[src/rtl/rtg_pkg.sv]
package rtg_pkg;
  localparam int unsigned CFG_W   = 32;
  localparam int unsigned END_LSB = 16;
  localparam int unsigned EN_BIT  = 30;
  localparam int unsigned INV_BIT = 31;

  // Half-open window test: start <= c < stop
  function automatic logic in_window(input logic [15:0] c,
                                     input logic [15:0] start,
                                     input logic [15:0] stop);
    return (c >= start) && (c < stop);
  endfunction

  // Pin level from activity, enable and polarity
  function automatic logic pin_level(input logic active,
                                     input logic en,
                                     input logic inv);
    return en ? (active ^ inv) : inv;
  endfunction
endpackage

[src/rtl/rtg_scan_counter.sv]
module rtg_scan_counter #(
  parameter int unsigned XW = 13,
  parameter int unsigned YW = 12
) (
  input  logic          clk,
  input  logic          rst_n,
  input  logic [XW-1:0] h_total,
  input  logic [YW-1:0] v_total,
  output logic [XW-1:0] x,
  output logic [YW-1:0] y,
  output logic          h_wrap
);
  logic v_last;

  assign h_wrap = (x >= h_total - XW'(1));
  assign v_last = (y >= v_total - YW'(1));

  always_ff @(posedge clk) begin
    if (!rst_n) begin
      x <= '0;
      y <= '0;
    end else begin
      x <= h_wrap ? '0 : x + XW'(1);
      if (h_wrap) y <= v_last ? '0 : y + YW'(1);
    end
  end

  p_x_wrap_r2: assert property (@(posedge clk) disable iff (!rst_n)
    (x == h_total - XW'(1)) |=> (x == '0));
  p_x_step_r2: assert property (@(posedge clk) disable iff (!rst_n)
    (x < h_total - XW'(1)) |=> (x == $past(x) + XW'(1)));
  p_y_hold_r3: assert property (@(posedge clk) disable iff (!rst_n)
    !h_wrap |=> $stable(y));
  p_y_wrap_r3: assert property (@(posedge clk) disable iff (!rst_n)
    (h_wrap && y == v_total - YW'(1)) |=> (y == '0));
endmodule

[src/rtl/rtg_sync_decode.sv]
module rtg_sync_decode
  import rtg_pkg::*;
#(
  parameter int unsigned CW = 13
) (
  input  logic [CW-1:0]    cnt,
  input  logic [CFG_W-1:0] cfg,
  output logic             sync_o
);
  logic [CW-1:0] start_pos;
  logic [CW-1:0] stop_pos;
  logic          active;

  assign start_pos = cfg[CW-1:0];
  assign stop_pos  = cfg[END_LSB+CW-1:END_LSB];
  assign active    = in_window(16'(cnt), 16'(start_pos), 16'(stop_pos));
  assign sync_o    = pin_level(active, cfg[EN_BIT], cfg[INV_BIT]);

  always_comb begin
    p_empty_window_r4: assert (!(start_pos >= stop_pos) || sync_o == cfg[INV_BIT]);
  end
endmodule

[src/rtl/rtg_blank_counter.sv]
module rtg_blank_counter #(
  parameter int unsigned CNT_W = 16
) (
  input  logic             clk,
  input  logic             rst_n,
  input  logic             tick,
  output logic [CNT_W-1:0] count
);
  always_ff @(posedge clk) begin
    if (!rst_n)    count <= '0;
    else if (tick) count <= count + CNT_W'(1);
  end

  p_inc_r10: assert property (@(posedge clk) disable iff (!rst_n)
    tick |=> (count == $past(count) + CNT_W'(1)));
  p_hold_r10: assert property (@(posedge clk) disable iff (!rst_n)
    !tick |=> $stable(count));
endmodule

[src/rtl/raster_timing_gen.sv]
module raster_timing_gen
  import rtg_pkg::*;
#(
  parameter int unsigned XW    = 13,
  parameter int unsigned YW    = 12,
  parameter int unsigned CNT_W = 16
) (
  input  logic             clk,
  input  logic             rst_n,
  input  logic [XW-1:0]    h_total,
  input  logic [XW-1:0]    h_active,
  input  logic [YW-1:0]    v_total,
  input  logic [YW-1:0]    v_active,
  input  logic [31:0]      hsync_cfg,
  input  logic [31:0]      vsync_cfg,
  output logic             hsync,
  output logic             vsync,
  output logic             de,
  output logic             vblank_pulse,
  output logic [31:0]      scan_pos,
  output logic [CNT_W-1:0] vblank_count
);
  localparam int unsigned HALF = 16;

  logic [XW-1:0] x;
  logic [YW-1:0] y;
  logic          h_wrap;

  rtg_scan_counter #(.XW(XW), .YW(YW)) u_cnt (
    .clk(clk), .rst_n(rst_n), .h_total(h_total), .v_total(v_total),
    .x(x), .y(y), .h_wrap(h_wrap)
  );

  rtg_sync_decode #(.CW(XW)) u_hs (.cnt(x), .cfg(hsync_cfg), .sync_o(hsync));
  rtg_sync_decode #(.CW(YW)) u_vs (.cnt(y), .cfg(vsync_cfg), .sync_o(vsync));

  assign de           = (x < h_active) && (y < v_active);
  assign vblank_pulse = (y == v_active) && (x == '0);
  assign scan_pos     = {HALF'(x), HALF'(y)};

  rtg_blank_counter #(.CNT_W(CNT_W)) u_vbc (
    .clk(clk), .rst_n(rst_n), .tick(vblank_pulse), .count(vblank_count)
  );

  p_vb_single_r9: assert property (@(posedge clk) disable iff (!rst_n)
    vblank_pulse |=> !vblank_pulse);
  p_vb_blank_r8: assert property (@(posedge clk) disable iff (!rst_n)
    vblank_pulse |-> !de);
endmodule

[config.mk]
export PLATFORM = sky130hd
export DESIGN_NAME = raster_timing_gen
export DESIGN_NICKNAME = d
export VERILOG_FILES = /design/src/rtl/rtg_pkg.sv /design/src/rtl/rtg_scan_counter.sv /design/src/rtl/rtg_sync_decode.sv /design/src/rtl/rtg_blank_counter.sv /design/src/rtl/raster_timing_gen.sv
export SDC_FILE = /design/constraint.sdc
export NUM_CORES = 1
export LEC_CHECK = 0
export ABC_CLOCK_PERIOD_IN_PS = 3000
export BUFFER_PORTS_ARGS = -buffer_cell sky130_fd_sc_hd__buf_2
export CORE_MARGIN = 3
export CORE_UTILIZATION = 35
export CTS_CLUSTER_SIZE = 16
export DETAILED_ROUTE_END_ITERATION = 10
export PLACE_DENSITY_LB_ADDON = 0.2
export SETUP_SLACK_MARGIN = 0.5
export SYNTH_ARGS = -nofsm -noshare
export SYNTH_HDL_FRONTEND = slang
export SYNTH_HIERARCHICAL = 1
export SYNTH_SLANG_ARGS = --single-unit
export TNS_END_PERCENT = 100
[constraint.sdc]
create_clock -name clk -period 3 [get_ports clk]
set_input_delay 0.3 -clock clk [delete_from_list [all_inputs] [get_ports clk]]
set_output_delay 0.3 -clock clk [all_outputs]
set_load 0.005 [all_outputs]
# Word-level counts from Yosys, hierarchy flattened
# Cells that the tools add are included.
# classes
bitwise	3
n_addsub	5
n_lt_le_gt_ge	8
eq_ne	1
reduce_logical	6
muxes	3
# op_table
cell	count
greater-or-equal comparator 13 bit	2
< comparator 13 bit	2
greater-or-equal comparator 12 bit	2
< comparator 12 bit	2
adder 16 x 1 -> 16 bit, second input constant	1
adder 13 x 1 -> 13 bit, second input constant	1
zero test 13 bit	1
subtractor 13 x 1 -> 13 bit, second input constant	1
adder 12 x 1 -> 12 bit, second input constant	1
equality test 12 bit	1
2-to-1 mux 12 bit	1
subtractor 12 x 1 -> 12 bit, second input constant	1
logical AND 1 bit	4
2-to-1 mux 1 bit	2
OR reduction 2 bit	1
bitwise XOR 1 bit	2
inverter 1 bit	1
# word_totals
word_cells	29
out_inout_bits	52
in_bits	116
ff_bits	41

# Longest topological paths before layout
# Gate-level depths: netlist of the first run.
# depth
word_depth	4
mapped_depth	15
depth_no_buf	14

# Hierarchy
# Netlist of the first run, hierarchy kept.
# by_module_without_submodules
mod	n_inst	cells_each	area_per_inst_um2
rtg_scan_counter	1	232	1958.1
rtg_blank_counter	1	83	744.5
raster_timing_gen	1	96	684.4
rtg_sync_decode at u_hs	1	88	630.6
rtg_sync_decode at u_vs	1	81	574.3

# Least setup slack after synthesis of the first run
# Ideal clock, no wire load.
# synth_path
path_type	input port to flip-flop
startpoint	in h_total[6]
endpoint	reg u_cnt.x[10]
path_stages	13
arrival_time_ps	2993
setup_time_ps	128
path_buffers	2
path_slack_ps	-120
required_time_ps	2872
cell_sequence	or4_4 or3_1 or2_4 nor3_2 xnor2_1 ha_1 nand4_1 nor2_1 nand3_1 o211ai_1 clkbuf_1 clkbuf_1 nor2_1
# synth_via
elab_chain_len	3
# synth_rtl
item	line	rtl
start, declared	raster_timing_gen.sv:10	input logic [XW-1:0] h_total,
subtractor 13 x 1 -> 13 bit	rtg_scan_counter.sv:15	assign h_wrap = (x >= h_total - XW'(1));
greater-or-equal comparator 13 bit	rtg_scan_counter.sv:15	
OR reduction 2 bit (no line)	-	
end signal, assigned	rtg_scan_counter.sv:23	x <= h_wrap ? '0 : x + XW'(1);
end, declared	rtg_scan_counter.sv:9	output logic [XW-1:0] x,
# Every way passes these cells.
# A chain may end at the register's enable or synchronous reset.

# Final worst setup path of the first run
# layout_path
startpoint	in h_total[6]
endpoint	reg u_cnt.y[0]
# layout_via
elab_chain_len	2
# layout_rtl
item	line	rtl
subtractor 13 x 1 -> 13 bit	rtg_scan_counter.sv:15	
greater-or-equal comparator 13 bit	rtg_scan_counter.sv:15	
net h_wrap	raster_timing_gen.sv:27	logic h_wrap;
end signal, assigned	rtg_scan_counter.sv:24	if (h_wrap) y <= v_last ? '0 : y + YW'(1);
end, declared	rtg_scan_counter.sv:10	output logic [YW-1:0] y,
# The timed path passes the listed nets, and every way through them passes these cells.

==> reports/metrics.csv, run 1 <==
metric,value,unit
clock tree buffer depth,2,
Yosys top cell area share,27.8,%
routed wl met3,597,um
CP cell instances,buf_6 > or4_4 > or3_4 > or2_4 > nor3_4 > xnor2_1 > ha_1 > nand4_1 > nor2_1 > nor4_2 > o21ai_1 > nor2b_4 > buf_6 > mux2_2,
VDD IR max,0.166,mV
worst rel slew slack,64.0,%
TritonRoute pass-1 iters,6,
global placer's final weighted congestion,0.851,
pwr dens,224,nW/um2
setup_tns,0,ps
CP max-delay cell,or4_4,
Comb power frac,21.2,%
GRT Residual Overflow,0,
dpl cell area,5760,um2
Vias,4662,
CTS Sinks,41,
Critical Path RT,3170,ps
hold buffers post-CTS,0,
Slew Limit Fails,0,
fin nets,990,
Most Frequent Cell on Critical Path,buf_6,
DRT antenna net count,0,
Die H,121,um
Fmax,0.334,GHz
drc violations,0,
Finished Core Util,48.8,%
Least-Margin Pin Slew,539,ps
"Avg Cell Area, Syn",7.92,um2
Top Metal Used,met4,
Synth-to-Final Area Change,35.1,%
Crit path arrival time,3160,ps
crit path max fanout,4,
max incr delay on CP,530,ps
initial core utilization,36.1,%
first-pass GRT wire length,20700,um
P_int,1020,uW
Clock Skew,5.35,ps
clock power share,38.5,%
register area share after synthesis,17.9,%
die area,14500,um2
routed length on met1,5610,um
switching pwr,366,uW
IO buf count,150,
initial antenna violation count,1,
Sw Share,26.3,%
Sequential Power Share,40.3,%
WL final,13000,um
layout cells sized above 1,31.9,%
top-count cell post-synth,ha_1,
vias per std cell,4.93,
core area,12700,um2
RSZ-0062 raised after global routing,true,
worst hold-check path type,in -> reg,
wire length on met2,6510,um
"Clk pin slew, worst setup/hold paths",60,ps
most common library cells after synthesis,"ha_1, inv_1, nor2_1",
WL per Instance,13.7,um
vias in the first global route,4541,
post-detail-place hpwl,10500,um
period utilization,99.7,%
Syn Inst Count,580,
kind of start point of the critical path,input pin,
Worst path top cell family by delay,simple AND/OR/NAND/NOR gates,
Post-Place Cells,926,
Final Non-Filler Cells,945,
critical setup path kind,in -> reg,
Worst Path Buf+Inv,2,
Final setup violation count,0,
status,finished clean,
Die Wd,121,um
"top cells by area, synth","ha_1, dfxtp_1, inv_1",
aggregate global-route resource usage,17.4,%
"Min Clock Period, post-route",2990,ps
row cnt,41,
Netlist Area Pre-Place,4590,um2
Ys Warns,6,
final hold vios,0,
H-tree depth,2,
number of synthesized flops with an enable pin,0,
Yosys reg bits,41,
leading area contributor after synthesis,ha_1,
Max Cap Viol,0,
"Primary FF master, synth",dfxtp_1,
Worst setup EP type,register,
root buf cell,clkbuf_16,
CTS tree,built,
Clock Latency Late Sink,280,ps
Leak,0.00333,uW
Unique masters post-synth,56,
# IOs,168,
CTS Buf Count,5,
final instance area,6200,um2
Async SR Flop Fraction,0,%
pin count of the biggest net entering global routing,14,
DR iter-0 viols,146,
[cell families after synthesis]
family	share of synthesized area, %
simple gates	22.3
fa+ha+maj	27.8
compound gates	14.0
buf+inv	8.50
xor+xnor	8.39
flops	17.9
mux	1.12
other cells	0.0817
[area by class of cell]
cell class	count	area [um2]
inverter	84	315
clock inverter	1	7.51
multi-input combinational	449	3570
sequential	41	833
tap	172	215
timing repair buffer	191	1110
fill	1288	6520
antenna	1	2.50
clock buffer	6	139
[per-layer routing]
layer	vias up	track usage (%)
met2	129	32.3
li1	2403	-
met1	2109	20.7
met5	-	0
met3	21	2.39
met4	0	4.96
[state kept, by name, summed over array words and instances, names as in the netlist]
signal	cells
u_cnt/x	13
u_cnt/y	12
u_vbc/count	16
[worst register-to-register path, cell delays in order (launching register included)]
cell	delay, ps
dfxtp_1	330
ha_1	300
nand2_1	70
or3_4	420
nor4_4	150
and4_4	290
nand4_4	100
nor4_4	180
or3b_1	390
a21oi_1	140
[power by group through the flow]
stage          clock network (uW)  logic, uW  registers, uW
3_3_place_gp                    0        274            572
4_1_cts                       547        292            560
2_1_floorplan                   0        156            568
5_1_grt                       571        340            561
6_report                      535        295            560
3_5_place_dp                    0        287            572
[worst paths after layout]
check	slack [ps]	from	cells past startpoint	end
setup / recovery	10	h_total[6]	14	u_cnt/y[0]
hold / removal	380	rst_n	3	u_vbc/count[14]
setup reg to reg	550	u_cnt/y[7]	9	u_vbc/count[13]
hold reg to reg	480	u_vbc/count[15]	2	u_vbc/count[15]
[through the flow]
step | hold slack, ps | worst slack [ps] | total power (uW)
3_5_place_dp | 474 | -339 | 859
5_1_grt | 387 | -149 | 1470
2_1_floorplan | 446 | -68.0 | 724
6_report | 376 | 10.4 | 1390
3_3_place_gp | 452 | -300 | 846
4_1_cts | 379 | 19.4 | 1400
[cell usage in the layout, fill, tap and decap left out, types with 15 or more instances in the layout]
cell type,n
nor2_1,42
dfxtp_1,31
xnor2_1,29
inv_1,84
a21oi_1,35
buf_2,148
buf_4,34
ha_1,99
o21ai_0,26
xor2_1,15
nand2_1,33
nand3_1,19
[repair_timing]
action                                  in CTS  in global routing
pin swaps                                   13                  6
buffers inserted                             8                  3
resized for setup                           22                 22
endpoints found under the setup margin      35                 36
No activity file was read; power rests on OpenSTA's default activity.
==> run 2, diff against run 1 <==
- CORE_MARGIN: 3 -> default
==> run 2 against run 1 <==
Against the previous run: the run now ends with negative setup slack left; core utilization shrank 0.19 points; clock power grew 11%; combinational power shrank 3%; sequential cell count is the same; power grew 3.8%; sequential share of layout area grew 0.11 points; design area shrank 0.38%; fmax shrank 2.6%; count of clock-buffer cells in the layout shrank 1; via count grew 0.30%; largest power group is now the clock network.
==> reports/metrics.csv, run 2 (synthesis gave the netlist of run 1 again) <==
metric,value,unit,change
Top Metal Used,met4,,
first-pass GRT wire length,20100,um,-3.2%
aggregate global-route resource usage,18.7,%,+1.3 points
DR iter-0 viols,113,,-23%
worst hold slack,368,ps,-7.78 ps
most frequent cells in the layout,"buf_2, ha_1, inv_1",,
WL final,12900,um,-0.35%
critical setup path kind,in -> reg,,
P_int,1080,uW,+5.2%
H-tree depth,2,,unchanged
Max Cap Viol,0,,unchanged
row cnt,41,,unchanged
clock power share,41.3,%,+2.8 points
vias per std cell,4.97,,+0.73%
Finished Core Util,48.6,%,-0.19 points
failing checks,negative setup slack,,
drc violations,0,,unchanged
Comb power frac,19.9,%,-1.3 points
Die Wd,117,um,-3.3%
Worst setup EP type,register,,
WL per Instance,13.7,um,about the same
reg2reg path depth,10,,+1
CTS Sinks,41,,unchanged
crit path max fanout,8,,+4
routed length on met1,5630,um,+0.45%
period utilization,102,%,+2.7 points
clock tree buffer depth,2,,unchanged
max reg flops,16,,unchanged
core area,12700,um2,unchanged
Clock Latency Late Sink,280,ps,about the same
Final setup violation count,8,,+8
Fmax,0.326,GHz,-2.6%
Hold Path Cell Cnt,3,,unchanged
Synth-to-Final Area Change,34.6,%,
Vias,4676,,+0.30%
"Min Clock Period, post-route",3070,ps,+79.7 ps
GRT Residual Overflow,0,,unchanged
hold buffers post-CTS,0,,unchanged
root buf cell,clkbuf_16,,
RSZ-0062 raised after global routing,true,,
ant diodes,0,,-1
Largest Register,u_vbc/count,,
Slew Limit Fails,0,,unchanged
vias in the first global route,4409,,-2.9%
top flop regs,"u_vbc/count x16, u_cnt/x x13, u_cnt/y x12",,
layout cells sized above 1,31.5,%,-0.40 points
"Clk pin slew, worst setup/hold paths",60,ps,about the same
wire length on met2,6590,um,+1.3%
post-detail-place hpwl,10300,um,-1.9%
global placer's final weighted congestion,0.813,,-4.6%
# IOs,168,,unchanged
die area,13600,um2,-6.5%
initial core utilization,36.1,%,unchanged
kind of start point of the critical path,input pin,,
Sequential Power Share,38.8,%,-1.5 points
Crit path arrival time,3240,ps,+80 ps
pwr dens,234,nW/um2,+4.2%
Critical Path RT,3170,ps,about the same
routed wl met3,558,um,-6.5%
Least-Margin Pin Slew,686,ps,+147 ps
switching pwr,366,uW,about the same
VDD IR max,0.193,mV,+16%
Leak,0.00336,uW,+0.88%
final hold vios,0,,unchanged
"most common cell after layout, fill and taps aside",buf_2,,
CTS Buf Count,5,,unchanged
initial antenna violation count,0,,-1
CTS tree,built,,
worst rel slew slack,54.2,%,-9.8 points
status,"finished, violations left",,
Clock Skew,5.31,ps,-0.0326 ps
IO buf count,150,,unchanged
worst hold-check path type,in -> reg,,
DRT antenna net count,0,,unchanged
fin nets,987,,-0.30%
Setup WS post-layout,-69.2,ps,-79.7 ps
Die H,117,um,-3.3%
pin count of the biggest net entering global routing,14,,unchanged
Sw Share,25.3,%,-0.98 points
# fillers,1315,,+2.1%
TritonRoute pass-1 iters,4,,-2
## run 2: cell count changes in the layout (fill, tap and decap cells not counted), moves of 2 or more
cell	before	now
buf_6	7	5
o21ai_0	26	24
nor3_1	14	12
nor2_1	42	48
nor2_2	6	0
o21ai_1	2	4
## run 2: per-layer routing
metal | vias to the layer above | track usage [%]
met2 | 120 | 35.8
met4 | 0 | 4.47
met5 | - | 0
met1 | 2153 | 21.8
li1 | 2393 | -
met3 | 10 | 2.54
## run 2: final cells by class
cell class	count	area [um2]	share of cell area, %
clock buffer	5	125	2.03
clock inverter	2	35.0	0.567
inverter	84	315	5.10
multi-input combinational	449	3580	58.0
sequential	41	837	13.5
tap	172	215	3.48
timing repair buffer	188	1070	17.3
## run 2: path summary, 6_finish.rpt
check                         end  slack (ps)             from
hold reg to reg   u_vbc/count[15]         480  u_vbc/count[15]
setup reg to reg  u_vbc/count[10]         400      u_cnt/y[10]
hold / removal    u_vbc/count[14]         370            rst_n
setup / recovery       u_cnt/y[0]         -70       h_total[6]
## run 2: timing repair
action | CTS | global route
setup buffers | 3 | 7
setup endpoints to repair | 37 | 41
resized for setup | 20 | 25
hold endpoints to repair | 0 | 0
pin swaps | 3 | 8
## run 2: worst max-delay path, stage by stage
cell	delay [ps]
buf_6	90
or4_4	520
or3_4	340
or2_4	260
nor3_4	140
xnor2_1	150
ha_1	270
nand4_1	130
nor2_1	80
nor4_2	260
o21ai_1	130
nor2b_4	160
buf_12	150
mux2_2	250
## run 2: stage by stage
step	area (um2)	setup slack, ps	power (uW)	setup TNS, ps	cells
floorplan	4640	-68.0	724	-673	586
global placement	5720	-297	841	-5700	924
detailed placement	5720	-386	855	-8180	924
CTS	5990	12.8	1460	0	934
global route	6180	-158	1530	-2320	941
finish	6180	-69.2	1440	-160	941
## run 2: power groups by stage
stage               clock (uW)  combinational [uW]  sequential, uW
floorplan                    0                 156             568
global placement             0                 269             572
detailed placement           0                 283             572
CTS                        609                 287             561
global route               636                 329             561
finish                     596                 287             560
